### config.mk
export PLATFORM = sky130hd
export DESIGN_NAME = iqc_calc
export DESIGN_NICKNAME = d
export VERILOG_FILES = /design/src/rtl/iqc_pkg.sv /design/src/rtl/iqc_accum.sv /design/src/rtl/iqc_divider.sv /design/src/rtl/iqc_coef_fmt.sv /design/src/rtl/iqc_calc.sv
export SDC_FILE = /design/constraint.sdc
export NUM_CORES = 1
export LEC_CHECK = 0
export CORE_MARGIN = 2
export CORE_UTILIZATION = 55
export CTS_BUF_LIST = sky130_fd_sc_hd__clkbuf_16
export CTS_CLUSTER_DIAMETER = 100
export DETAILED_ROUTE_END_ITERATION = 16
export PLACE_DENSITY = 0.87
export SLEW_MARGIN = 20
export SYNTH_ARGS = -nofsm -noshare
export SYNTH_HDL_FRONTEND = slang
export SYNTH_SLANG_ARGS = --single-unit
export TNS_END_PERCENT = 50
### constraint.sdc
create_clock -name clk -period 11.5 [get_ports clk]
set_clock_uncertainty 0.2 [all_clocks]
set_input_delay 2.3 -clock clk [delete_from_list [all_inputs] [get_ports clk]]
set_output_delay 2.3 -clock clk [all_outputs]
set_load 0.01 [all_outputs]
### src/rtl/iqc_pkg.sv
package iqc_pkg;

    typedef enum logic [2:0] {
        ST_IDLE    = 3'd0,
        ST_COLLECT = 3'd1,
        ST_PREP    = 3'd2,
        ST_DIV_PH  = 3'd3,
        ST_DIV_GN  = 3'd4,
        ST_FINISH  = 3'd5,
        ST_SKIP    = 3'd6
    } iqc_state_e;

    localparam int NUM_ACC = 3;
    localparam int ACC_PI  = 0;
    localparam int ACC_PQ  = 1;
    localparam int ACC_CR  = 2;

endpackage

### src/rtl/iqc_accum.sv
module iqc_accum #(
    parameter int W = 32
) (
    input  logic         clk,
    input  logic         rst_n,
    input  logic         clr,
    input  logic         en,
    input  logic [W-1:0] din,
    output logic [W-1:0] sum
);

    // Wrapping accumulator; clear wins over add.
    always_ff @(posedge clk) begin
        if (!rst_n || clr) begin
            sum <= '0;
        end else if (en) begin
            sum <= sum + din;
        end
    end

endmodule

### src/rtl/iqc_divider.sv
module iqc_divider #(
    parameter int W = 32
) (
    input  logic         clk,
    input  logic         rst_n,
    input  logic         start,
    input  logic [W-1:0] dividend,
    input  logic [W-1:0] divisor,
    output logic [W-1:0] quotient,
    output logic         valid
);

    localparam int CW = $clog2(W + 1);

    logic [W-1:0]  rem_q;
    logic [W-1:0]  div_q;
    logic [CW-1:0] cnt_q;
    logic [W:0]    partial;
    logic [W+1:0]  trial;
    logic          fits;

    // One restoring step: bring down the next dividend bit and try a subtract.
    always_comb begin
        partial = {rem_q, quotient[W-1]};
        trial   = {1'b0, partial} - {2'b00, div_q};
        fits    = ~trial[W+1];
    end

    always_ff @(posedge clk) begin
        if (!rst_n) begin
            rem_q    <= '0;
            div_q    <= '0;
            quotient <= '0;
            cnt_q    <= '0;
            valid    <= 1'b0;
        end else if (start) begin
            rem_q    <= '0;
            div_q    <= divisor;
            quotient <= dividend;
            cnt_q    <= CW'(W);
            valid    <= 1'b0;
        end else if (cnt_q != '0) begin
            rem_q    <= fits ? trial[W-1:0] : partial[W-1:0];
            quotient <= {quotient[W-2:0], fits};
            cnt_q    <= cnt_q - CW'(1);
            valid    <= (cnt_q == CW'(1));
        end else begin
            valid    <= 1'b0;
        end
    end

    // the quotient strobe never lasts two cycles
    a_r11_div_valid_single: assert property (@(posedge clk) disable iff (!rst_n)
        valid |=> !valid);

endmodule

### src/rtl/iqc_coef_fmt.sv
module iqc_coef_fmt #(
    parameter int W = 32,
    parameter int C = 7
) (
    input  logic [W-1:0] q_phase,
    input  logic         corr_neg,
    input  logic [W-1:0] q_gain,
    output logic [C-1:0] ph_coef,
    output logic [C-1:0] gn_coef
);

    localparam int LIM = (1 << (C - 1)) - 1;
    localparam int OFF = 1 << (C - 1);
    localparam int NEG_LIM = (1 << C) - LIM;

    logic [C-1:0] ph_mag;

    always_comb begin
        // Clamp first, then apply the sign convention.
        ph_mag  = (q_phase >= W'(LIM)) ? C'(LIM) : q_phase[C-1:0];
        ph_coef = corr_neg ? ph_mag : (C'(0) - ph_mag);

        if (q_gain >= W'(LIM + OFF)) begin
            gn_coef = C'(LIM);
        end else if (q_gain <= W'(OFF - LIM)) begin
            gn_coef = C'(NEG_LIM);
        end else begin
            gn_coef = q_gain[C-1:0] - C'(OFF);
        end
    end

endmodule

### src/rtl/iqc_calc.sv
module iqc_calc
    import iqc_pkg::*;
#(
    parameter int ACC_W    = 32,
    parameter int COEF_W   = 7,
    parameter int LOG_W    = 4,
    parameter int CNT_W    = 8,
    parameter int PH_SHIFT = 8,
    parameter int GN_SHIFT = 6
) (
    input  logic              clk,
    input  logic              rst_n,
    input  logic              start,
    input  logic [LOG_W-1:0]  log_cnt,
    input  logic [CNT_W-1:0]  num_meas,
    input  logic              in_valid,
    input  logic [ACC_W-1:0]  in_pwr_i,
    input  logic [ACC_W-1:0]  in_pwr_q,
    input  logic [ACC_W-1:0]  in_corr,
    output logic [COEF_W-1:0] coef_phase,
    output logic [COEF_W-1:0] coef_gain,
    output logic              corr_en,
    output logic              done,
    output logic              skipped
);

    localparam int SAMP_W = (1 << LOG_W) + 1;
    localparam logic [ACC_W-1:0] SIGN_EDGE = {1'b1, {(ACC_W-1){1'b0}}};
    localparam logic [COEF_W-1:0] BAD_CODE = {1'b1, {(COEF_W-1){1'b0}}};

    iqc_state_e state, nxt;

    logic [LOG_W-1:0]  lat_lc;
    logic [CNT_W-1:0]  tgt;
    logic [SAMP_W-1:0] samp_cnt;
    logic [CNT_W-1:0]  intv_cnt;
    logic [LOG_W:0]    shamt;
    logic [SAMP_W-1:0] samp_last;

    logic [ACC_W-1:0]  acc_in  [NUM_ACC];
    logic [ACC_W-1:0]  acc_sum [NUM_ACC];
    logic              acc_en;

    logic              corr_neg;
    logic [ACC_W-1:0]  corr_mag;
    logic [ACC_W-1:0]  half_sum;
    logic [ACC_W-1:0]  den_ph;
    logic [ACC_W-1:0]  den_gn;
    logic              den_zero;
    logic              beat_last;

    logic              div_start;
    logic [ACC_W-1:0]  div_num;
    logic [ACC_W-1:0]  div_den;
    logic [ACC_W-1:0]  div_quot;
    logic              div_valid;
    logic [ACC_W-1:0]  q_ph;
    logic [ACC_W-1:0]  q_gn;
    logic [COEF_W-1:0] fmt_ph;
    logic [COEF_W-1:0] fmt_gn;

    // ---------------- accumulators ----------------
    assign acc_in[ACC_PI] = in_pwr_i;
    assign acc_in[ACC_PQ] = in_pwr_q;
    assign acc_in[ACC_CR] = in_corr;
    assign acc_en = (state == ST_COLLECT) && in_valid && !start;

    for (genvar g = 0; g < NUM_ACC; g++) begin : g_acc
        iqc_accum #(.W(ACC_W)) u_acc (
            .clk   (clk),
            .rst_n (rst_n),
            .clr   (start),
            .en    (acc_en),
            .din   (acc_in[g]),
            .sum   (acc_sum[g])
        );
    end

    // ---------------- window counting ----------------
    always_comb begin
        shamt     = {1'b0, lat_lc} + (LOG_W + 1)'(1);
        samp_last = (SAMP_W'(1) << shamt) - SAMP_W'(1);
        beat_last = acc_en && (samp_cnt == samp_last) &&
                    (intv_cnt == tgt - CNT_W'(1));
    end

    // ---------------- normalisation ----------------
    always_comb begin
        corr_neg = acc_sum[ACC_CR] > SIGN_EDGE;
        corr_mag = corr_neg ? (~acc_sum[ACC_CR] + ACC_W'(1)) : acc_sum[ACC_CR];
        half_sum = (acc_sum[ACC_PI] >> 1) + (acc_sum[ACC_PQ] >> 1);
        den_ph   = half_sum >> PH_SHIFT;
        den_gn   = acc_sum[ACC_PQ] >> GN_SHIFT;
        den_zero = (den_ph == '0) || (den_gn == '0);
    end

    // ---------------- next state ----------------
    always_comb begin
        nxt = state;
        if (start) begin
            nxt = ST_COLLECT;
        end else begin
            unique case (state)
                ST_IDLE:    nxt = ST_IDLE;
                ST_COLLECT: if (beat_last) nxt = ST_PREP;
                ST_PREP:    nxt = den_zero ? ST_SKIP : ST_DIV_PH;
                ST_DIV_PH:  if (div_valid) nxt = ST_DIV_GN;
                ST_DIV_GN:  if (div_valid) nxt = ST_FINISH;
                ST_FINISH:  nxt = ST_IDLE;
                ST_SKIP:    nxt = ST_IDLE;
                default:    nxt = ST_IDLE;
            endcase
        end
    end

    // ---------------- state register ----------------
    always_ff @(posedge clk) begin
        if (!rst_n) state <= ST_IDLE;
        else        state <= nxt;
    end

    // ---------------- divider sequencing ----------------
    always_comb begin
        div_start = !start &&
                    (((state == ST_PREP) && !den_zero) ||
                     ((state == ST_DIV_PH) && div_valid));
        div_num   = (state == ST_PREP) ? corr_mag : acc_sum[ACC_PI];
        div_den   = (state == ST_PREP) ? den_ph   : den_gn;
    end

    iqc_divider #(.W(ACC_W)) u_div (
        .clk      (clk),
        .rst_n    (rst_n),
        .start    (div_start),
        .dividend (div_num),
        .divisor  (div_den),
        .quotient (div_quot),
        .valid    (div_valid)
    );

    iqc_coef_fmt #(.W(ACC_W), .C(COEF_W)) u_fmt (
        .q_phase  (q_ph),
        .corr_neg (corr_neg),
        .q_gain   (q_gn),
        .ph_coef  (fmt_ph),
        .gn_coef  (fmt_gn)
    );

    // ---------------- datapath registers ----------------
    always_ff @(posedge clk) begin
        if (!rst_n) begin
            lat_lc   <= '0;
            tgt      <= CNT_W'(1);
            samp_cnt <= '0;
            intv_cnt <= '0;
            q_ph     <= '0;
            q_gn     <= '0;
        end else if (start) begin
            lat_lc   <= log_cnt;
            tgt      <= (num_meas == '0) ? CNT_W'(1) : num_meas;
            samp_cnt <= '0;
            intv_cnt <= '0;
        end else begin
            if (acc_en) begin
                if (samp_cnt == samp_last) begin
                    samp_cnt <= '0;
                    intv_cnt <= intv_cnt + CNT_W'(1);
                end else begin
                    samp_cnt <= samp_cnt + SAMP_W'(1);
                end
            end
            if ((state == ST_DIV_PH) && div_valid) q_ph <= div_quot;
            if ((state == ST_DIV_GN) && div_valid) q_gn <= div_quot;
        end
    end

    // ---------------- outputs ----------------
    always_ff @(posedge clk) begin
        if (!rst_n) begin
            coef_phase <= '0;
            coef_gain  <= '0;
            corr_en    <= 1'b0;
            done       <= 1'b0;
            skipped    <= 1'b0;
        end else begin
            done    <= (state == ST_FINISH) || (state == ST_SKIP);
            skipped <= (state == ST_SKIP);
            if (state == ST_FINISH) begin
                coef_phase <= fmt_ph;
                coef_gain  <= fmt_gn;
                corr_en    <= 1'b1;
            end
        end
    end

    // ---------------- assertions ----------------
    // completion pulse lasts a single cycle
    a_r11_done_pulse: assert property (@(posedge clk) disable iff (!rst_n)
        done |=> !done);

    // a skip is always reported together with done
    a_r7_skip_with_done: assert property (@(posedge clk) disable iff (!rst_n)
        skipped |-> done);

    // a skip leaves the coefficients untouched
    a_r7_skip_holds: assert property (@(posedge clk) disable iff (!rst_n)
        skipped |-> ($stable(coef_phase) && $stable(coef_gain)));

    // coefficients move only alongside done
    a_r10_coef_on_done: assert property (@(posedge clk) disable iff (!rst_n)
        !done |-> ($stable(coef_phase) && $stable(coef_gain)));

    // the unbalanced code never reaches the outputs
    a_r10_no_bad_code: assert property (@(posedge clk) disable iff (!rst_n)
        (done && !skipped) |-> ((coef_phase != BAD_CODE) && (coef_gain != BAD_CODE)));

    // enable is sticky
    a_r12_en_sticky: assert property (@(posedge clk) disable iff (!rst_n)
        corr_en |=> corr_en);

    // the divider is never launched on a zero divisor
    a_r6_no_zero_div: assert property (@(posedge clk) disable iff (!rst_n)
        div_start |-> (div_den != '0));

endmodule

==> qor.yml, run 1 <==
drt:
  avgRoutedWirePerCell_um: 18.3
  first_pass_iters: 5
  drc: 0
  viasPerCell: 6.18
  drt-total-wl_um: 60500
  drt_iter0_markers: 1755
  num_vias: 20500
  drtAntennaViolNets: 0
final_layout:
  fin_util_pct: 62.9
  layout_common_cells: "nand2_1 (402), dfxtp_1 (314), a21oi_1 (274)"
  drive_gt1_share_pct: 4.36
  area_growth_pct: 12.4
  nets: 3049
  layout_commonest_cell: "nand2_1"
  n_fill_cell: 3231
setup_path:
  cp_common_cell: "a21o_1"
  cp_data_required_time_ps: 11760
  crit_buf_inv: 1
  r2r_setup_slack_ps: 6100
  endpoint_kind: "register"
  worstSetupStartpointType: "primary input"
  worstSetupPathType: "in -> reg"
  cp_top_family: "compound AO/OA/AOI/OAI gates"
  cp-startpoint: "in_corr[1]"
  crit_chain: "clkdlybuf4s50_1 -> ha_1 -> a21o_1 -> a21o_1 -> a2111oi_0 -> o21ai_0 -> a211o_1 -> a311oi_1 -> nor3_1 -> o31a_1 -> nor2_1 -> xor2_1 -> or3_1 -> a21oi_1"
  path_max_fanout: 5
  slowest_stage: "a311oi_1"
  worst_ep_arrival_time_ps: 6150
  cpPeakStageDelay_ps: 570
  r2r_start: "g_acc[0].u_acc.sum[10]"
logic_synthesis:
  async_flop_share_pct: 0
  synth-seq-area-share_pct: 29.8
  synth_top_flop_cell: "dfxtp_1"
  avgSynthCellArea_um2: 7.73
  synthesis.instances: 2733
  synth_edf_count: 0
  ys_ff_latch: 314
  syn_nets: 3006
  syn_area_um2: 21100
  yosysWarnings: 0
  netlist-cell-type-count: 85
global_route:
  use_met3_pct: 4.64
  grt_use_met2_pct: 50.6
  gr-total-overflow: 0
  grt_pass1_wl_um: 97700
  use_met1_pct: 37.6
  grt_max_degree: 113
  grt_pass1_vias: 19400
  antenna_found_initial: 2
  track_usage_pct: 30.3
  grt.busiest_layer: "met2"
sta:
  setup_viol: 0
  maxSlewHeadroom_pct: 26.0
  maxSlewViolCount: 0
  fin_crit_sh_pct: 51.2
  fmax_mhz: 170
  grt_setup_unrepaired: "false"
  hold_violations: 0
  fin_setup_tns_ps: 0
  worstMarginPinSlew_ps: 1110
  layout_min_cycle_time_ps: 5890
clock_tree:
  clock-sinks: 314
  cts_setup_buffers: 0
  post_cts_resized: 0
  clockRootBuffer: "clkbuf_16"
  insertion_delay_ps: 540
  clk_path_buf_depth: 3
  cts_buffers: 36
  clkTransAtPathRegs_ps: 60
  cts_tree: "built"
  ctsHoldBuffers: 0
  h-tree-depth: 2
pwr:
  powerDensity_nw_per_um2: 151
  power.leakage_nw: 9.21
  vdd_drop_max_mv: 0.145
worst_hold_path:
  min_from: "coef_phase[1]"
  worstHoldPathType: "reg -> reg"
floorplanning:
  dieArea_um2: 40000
  fp.dieW_um: 200
  start_util_pct: 56.0
  core_um2: 37800
  die_y_um: 200
  rows: 71
  io_pins: 129
run_status:
  outcome: "complete, no violations"
place:
  gp_congestion: 0.981
  hpwlAfterDp_um: 44500
  port_buffers: 128
job:
  maxCapViolations: 0
[logic make-up after synthesis]
group	count (synthesis)	synth area share, %
XOR/XNOR	190	7.88
AO/OA/AOI/OAI	788	24.2
buffers and inverters	223	4.09
AND/OR/NAND/NOR	1005	22.0
multiplexers	51	2.42
adder cells (fa/ha/maj)	161	9.68
other	1	0.0178
flip-flops	314	29.8
[final cells by class]
cell class                      instances  area [um^2]  share of cell area, %
Multi-Input combinational cell       2196        14000                   59.0
Timing Repair Buffer                  145         1400                   5.91
Tap cell                              511          639                   2.69
Inverter                               83          314                   1.32
Antenna cell                            2         5.00                 0.0211
Sequential cell                       314         6290                   26.5
Clock buffer                           36          901                   3.79
Clock inverter                         24          178                  0.748
[state kept, by name (all words and copies together) (netlist names)]
name	count
q_ph	32
done	1
skipped	1
coef_gain	7
lat_lc	4
u_div.quotient	32
u_div.div_q	26
tgt	8
coef_phase	7
samp_cnt	17
corr_en	1
state	3
u_div.rem_q	32
intv_cnt	8
u_div.cnt_q	6
u_div.valid	1
g_acc.u_acc.sum	96
q_gn	32
[synthesized netlist by cell type, types with 7 or more instances]
| master | instances | area, um^2 |
|---|---|---|
| nor4_1 | 33 | 206 |
| o211ai_1 | 14 | 105 |
| xor2_1 | 92 | 806 |
| nor3b_1 | 9 | 67.6 |
| a31oi_1 | 20 | 125 |
| o2111ai_1 | 35 | 307 |
| or2_2 | 10 | 62.6 |
| o21ai_1 | 7 | 35.0 |
| nand3_1 | 50 | 250 |
| xnor2_1 | 98 | 858 |
| o41ai_1 | 7 | 61.3 |
| nor3_1 | 65 | 325 |
| inv_1 | 82 | 308 |
| o31ai_1 | 56 | 420 |
| o21bai_1 | 27 | 203 |
| or4_1 | 8 | 60.1 |
| or3_1 | 28 | 175 |
| buf_2 | 9 | 45.0 |
| a211oi_1 | 63 | 473 |
| nand2_1 | 403 | 1510 |
| nand4_1 | 29 | 181 |
| a311oi_1 | 13 | 114 |
| buf_1 | 7 | 26.3 |
| and2_1 | 10 | 62.6 |
| a21o_1 | 64 | 480 |
| dfxtp_1 | 314 | 6290 |
| o21a_1 | 24 | 180 |
| a21oi_1 | 274 | 1370 |
| nor2b_1 | 22 | 138 |
| ha_1 | 157 | 1960 |
| mux2i_1 | 50 | 500 |
| o21ai_0 | 113 | 566 |
| nand2b_1 | 35 | 219 |
| o31a_1 | 7 | 61.3 |
| nor3_2 | 11 | 110 |
| nor2_1 | 251 | 942 |
| clkbuf_1 | 120 | 450 |
| and3_1 | 13 | 81.3 |
[final timing paths]
path | to | cells past startpoint
max | g_acc[2].u_acc.sum[31] | 14
min | coef_phase[1] | 2
max reg2reg | u_div.quotient[0] | 14
min reg2reg | coef_phase[1] | 2
[power breakdown]
part,internal (mW),total [mW],switching [mW]
Sequential,1.16,1.24,0.0816
Clock,0.613,1.07,0.460
Combinational,0.531,1.26,0.733
[per-stage QoR]
| stage | worst slack [ps] | power, mW | hold WS [ps] | cell area [um^2] | cells |
|---|---|---|---|---|---|
| global route | 5330 | 3.77 | 276 | 23700 | 3309 |
| CTS | 5650 | 3.57 | 255 | 23700 | 3309 |
| floorplan | 6020 | 2.23 | 236 | 21100 | 2733 |
| global placement | 5120 | 2.45 | 241 | 22700 | 3249 |
| detailed placement | 5130 | 2.50 | 247 | 22700 | 3249 |
| finish | 5610 | 3.58 | 253 | 23800 | 3311 |
[worst reg2reg max path: cells and delay by family, from the launching register on]
family,cells,cell delay [ps]
buffers and inverters,1,480
AOI/OAI and AO/OA,6,1640
xor gates and xnor gates,1,270
DFF,1,520
and+or+nand+nor,5,1700
adders and majority gates,1,400
[routing by layer]
layer / routed length (um) / vias up
met5: 15 / -
met4: 3370 / 2
met3: 4060 / 184
met2: 27800 / 736
met1: 25300 / 9632
li1: - / 9923
No activity file was read; power rests on OpenSTA's default activity.
==> run 2, diff against run 1 <==
- PLACE_DENSITY: 0.87 -> 0.9
- clock period: 11.5 -> 5.2 ns (I/O delays scaled with it)
==> qor.yml, run 2 (synthesis gave the netlist of run 1 again) <==
run_status:
  outcome: "complete, no violations"  # unchanged
sta:
  fin_setup_tns_ps: 0  # unchanged
  grt_setup_unrepaired: "false"  # unchanged
  worstMarginPinSlew_ps: 1090  # was 1110 ps
  maxSlewHeadroom_pct: 27.2  # was 26.0%
  maxSlewViolCount: 0  # unchanged
  fin_crit_sh_pct: 91.5
  layout_min_cycle_time_ps: 4760
  hold_violations: 0  # unchanged
  setup_viol: 0  # unchanged
  fmax_mhz: 210
floorplanning:
  start_util_pct: 56.0  # unchanged
  die_y_um: 200  # unchanged
  dieArea_um2: 40000  # unchanged
  rows: 71  # unchanged
  io_pins: 129  # unchanged
  core_um2: 37800  # unchanged
  fp.dieW_um: 200  # unchanged
clock_tree:
  clk_path_buf_depth: 3  # unchanged
  insertion_delay_ps: 550  # was 540 ps
  ctsHoldBuffers: 0  # unchanged
  h-tree-depth: 2  # unchanged
  cts_setup_buffers: 0  # unchanged
  post_cts_resized: 0  # unchanged
  cts_buffers: 36  # unchanged
  clockRootBuffer: "clkbuf_16"  # unchanged
  cts_tree: "built"  # unchanged
  clock-sinks: 314  # unchanged
  clkTransAtPathRegs_ps: 60  # about the same
pwr:
  power.leakage_nw: 9.33  # was 9.21 nW
  powerDensity_nw_per_um2: 337  # was 151 nW/um^2
  vdd_drop_max_mv: 0.254  # was 0.145 mV
drt:
  wl_met2_um: 29800  # was 27800 um
  topRoutingLayerUsed: "met4"  # was met5
  wl_met1_um: 26100  # was 25300 um
  wl_met3_um: 4380  # was 4060 um
  avgRoutedWirePerCell_um: 18.9  # was 18.3 um
  drc: 0  # unchanged
  num_vias: 20700  # was 20500
  first_pass_iters: 7  # was 5
  drt-total-wl_um: 63100  # was 60500 um
  drt_iter0_markers: 1545  # was 1755
  drtAntennaViolNets: 0  # unchanged
  viasPerCell: 6.21  # was 6.18
final_layout:
  fin_cells: 3332  # was 3311
  layout_common_cells: "nand2_1 (402), dfxtp_1 (314), a21oi_1 (274)"  # unchanged
  layout_commonest_cell: "nand2_1"  # unchanged
  area_growth_pct: 13.4  # was 12.4%
  drive_gt1_share_pct: 5.03  # was 4.36%
  largest_register_ffs: 96  # unchanged
  diodes: 0  # was 2
  top_register: "g_acc.u_acc.sum"  # unchanged
  n_fill_cell: 3223  # was 3231
  nets: 3067  # was 3049
setup_path:
  cp_data_required_time_ps: 5460  # was 11760 ps
  endpoint_kind: "register"  # unchanged
  worstSetupPathType: "reg -> reg"  # was in -> reg
  worstSetupStartpointType: "register"  # was primary input
  worst_ep_arrival_time_ps: 5020  # was 6150 ps
  path_max_fanout: 15  # was 5
global_route:
  grt_max_degree: 116  # was 113
  track_usage_pct: 31.3  # was 30.3%
  gr-total-overflow: 0  # unchanged
  antenna_found_initial: 2  # unchanged
  grt_pass1_vias: 19600  # was 19400
  grt_pass1_wl_um: 100000  # was 97700 um
place:
  hpwlAfterDp_um: 46700  # was 44500 um
  gp_congestion: 1.02  # was 0.981
  port_buffers: 128  # unchanged
  dp_cells: 3267  # was 3249
job:
  maxCapViolations: 0  # unchanged
worst_hold_path:
  worstHoldPathType: "reg -> reg"  # unchanged
run 2: cell types whose count changed in the layout (fill, tap and decap cells not counted), moves of 2 or more:
cell and delta:
buf_12 +2, buf_4 +15, clkinv_1 +3, diode_2 -2
run 2: worst max-delay path, stage by stage, from the launching register on:
cell and delay [ps]:
dfxtp_1 480, ha_1 370, a21oi_1 280, o31ai_1 170, nor3_1 420, o21bai_1 160, a21oi_1 410, xor2_1 230
nand2_1 80, nor4_1 400, and4b_1 430, o21ai_4 110, or2_1 410, buf_4 280, a311oi_1 240
run 2: per-layer routing:
layer  up-vias  GRT usage (%)
met4         0           13.7
met2       815           54.1
met5         -              0
met3       148           5.07
li1       9965              -
met1      9776           38.5
run 2: final timing paths:
path	startpoint	end	slack [ps]	cells after the start
hold reg to reg	q_ph[11]	q_ph[11]	260	2
hold / removal	q_ph[11]	q_ph[11]	260	2
setup reg to reg	g_acc[0].u_acc.sum[10]	u_div.rem_q[4]	440	14
setup / recovery	g_acc[0].u_acc.sum[10]	u_div.rem_q[4]	440	14
run 2: layout make-up:
cell class,count,area (um^2),share of cell area [%]
Timing Repair Buffer,163,1570,6.54
Clock inverter,28,215,0.898
Multi-Input combinational cell,2196,14000,58.5
Clock buffer,37,926,3.86
Inverter,83,314,1.31
Sequential cell,314,6290,26.2
Tap cell,511,639,2.67
run 2: metrics by stage:
step / hold slack [ps] / area (um^2) / power [mW] / util (%) / setup slack, ps
floorplan: 236 / 21100 / 4.93 / - / 976
global placement: 242 / 22800 / 5.41 / 60.4 / 301
detailed placement: 247 / 22800 / 5.56 / 60.4 / 191
CTS: 255 / 24000 / 8.05 / 63.5 / 555
global route: 272 / 24000 / 8.51 / 63.5 / 208
finish: 257 / 24000 / 8.09 / 63.5 / 441
run 2: power by group:
group / switching (mW) / leakage [nW] / internal (mW)
logic: 1.67 / 6.21 / 1.19
registers: 0.177 / 2.54 / 2.57
clock network: 1.04 / 0.577 / 1.44
total: 2.89 / 9.33 / 5.20
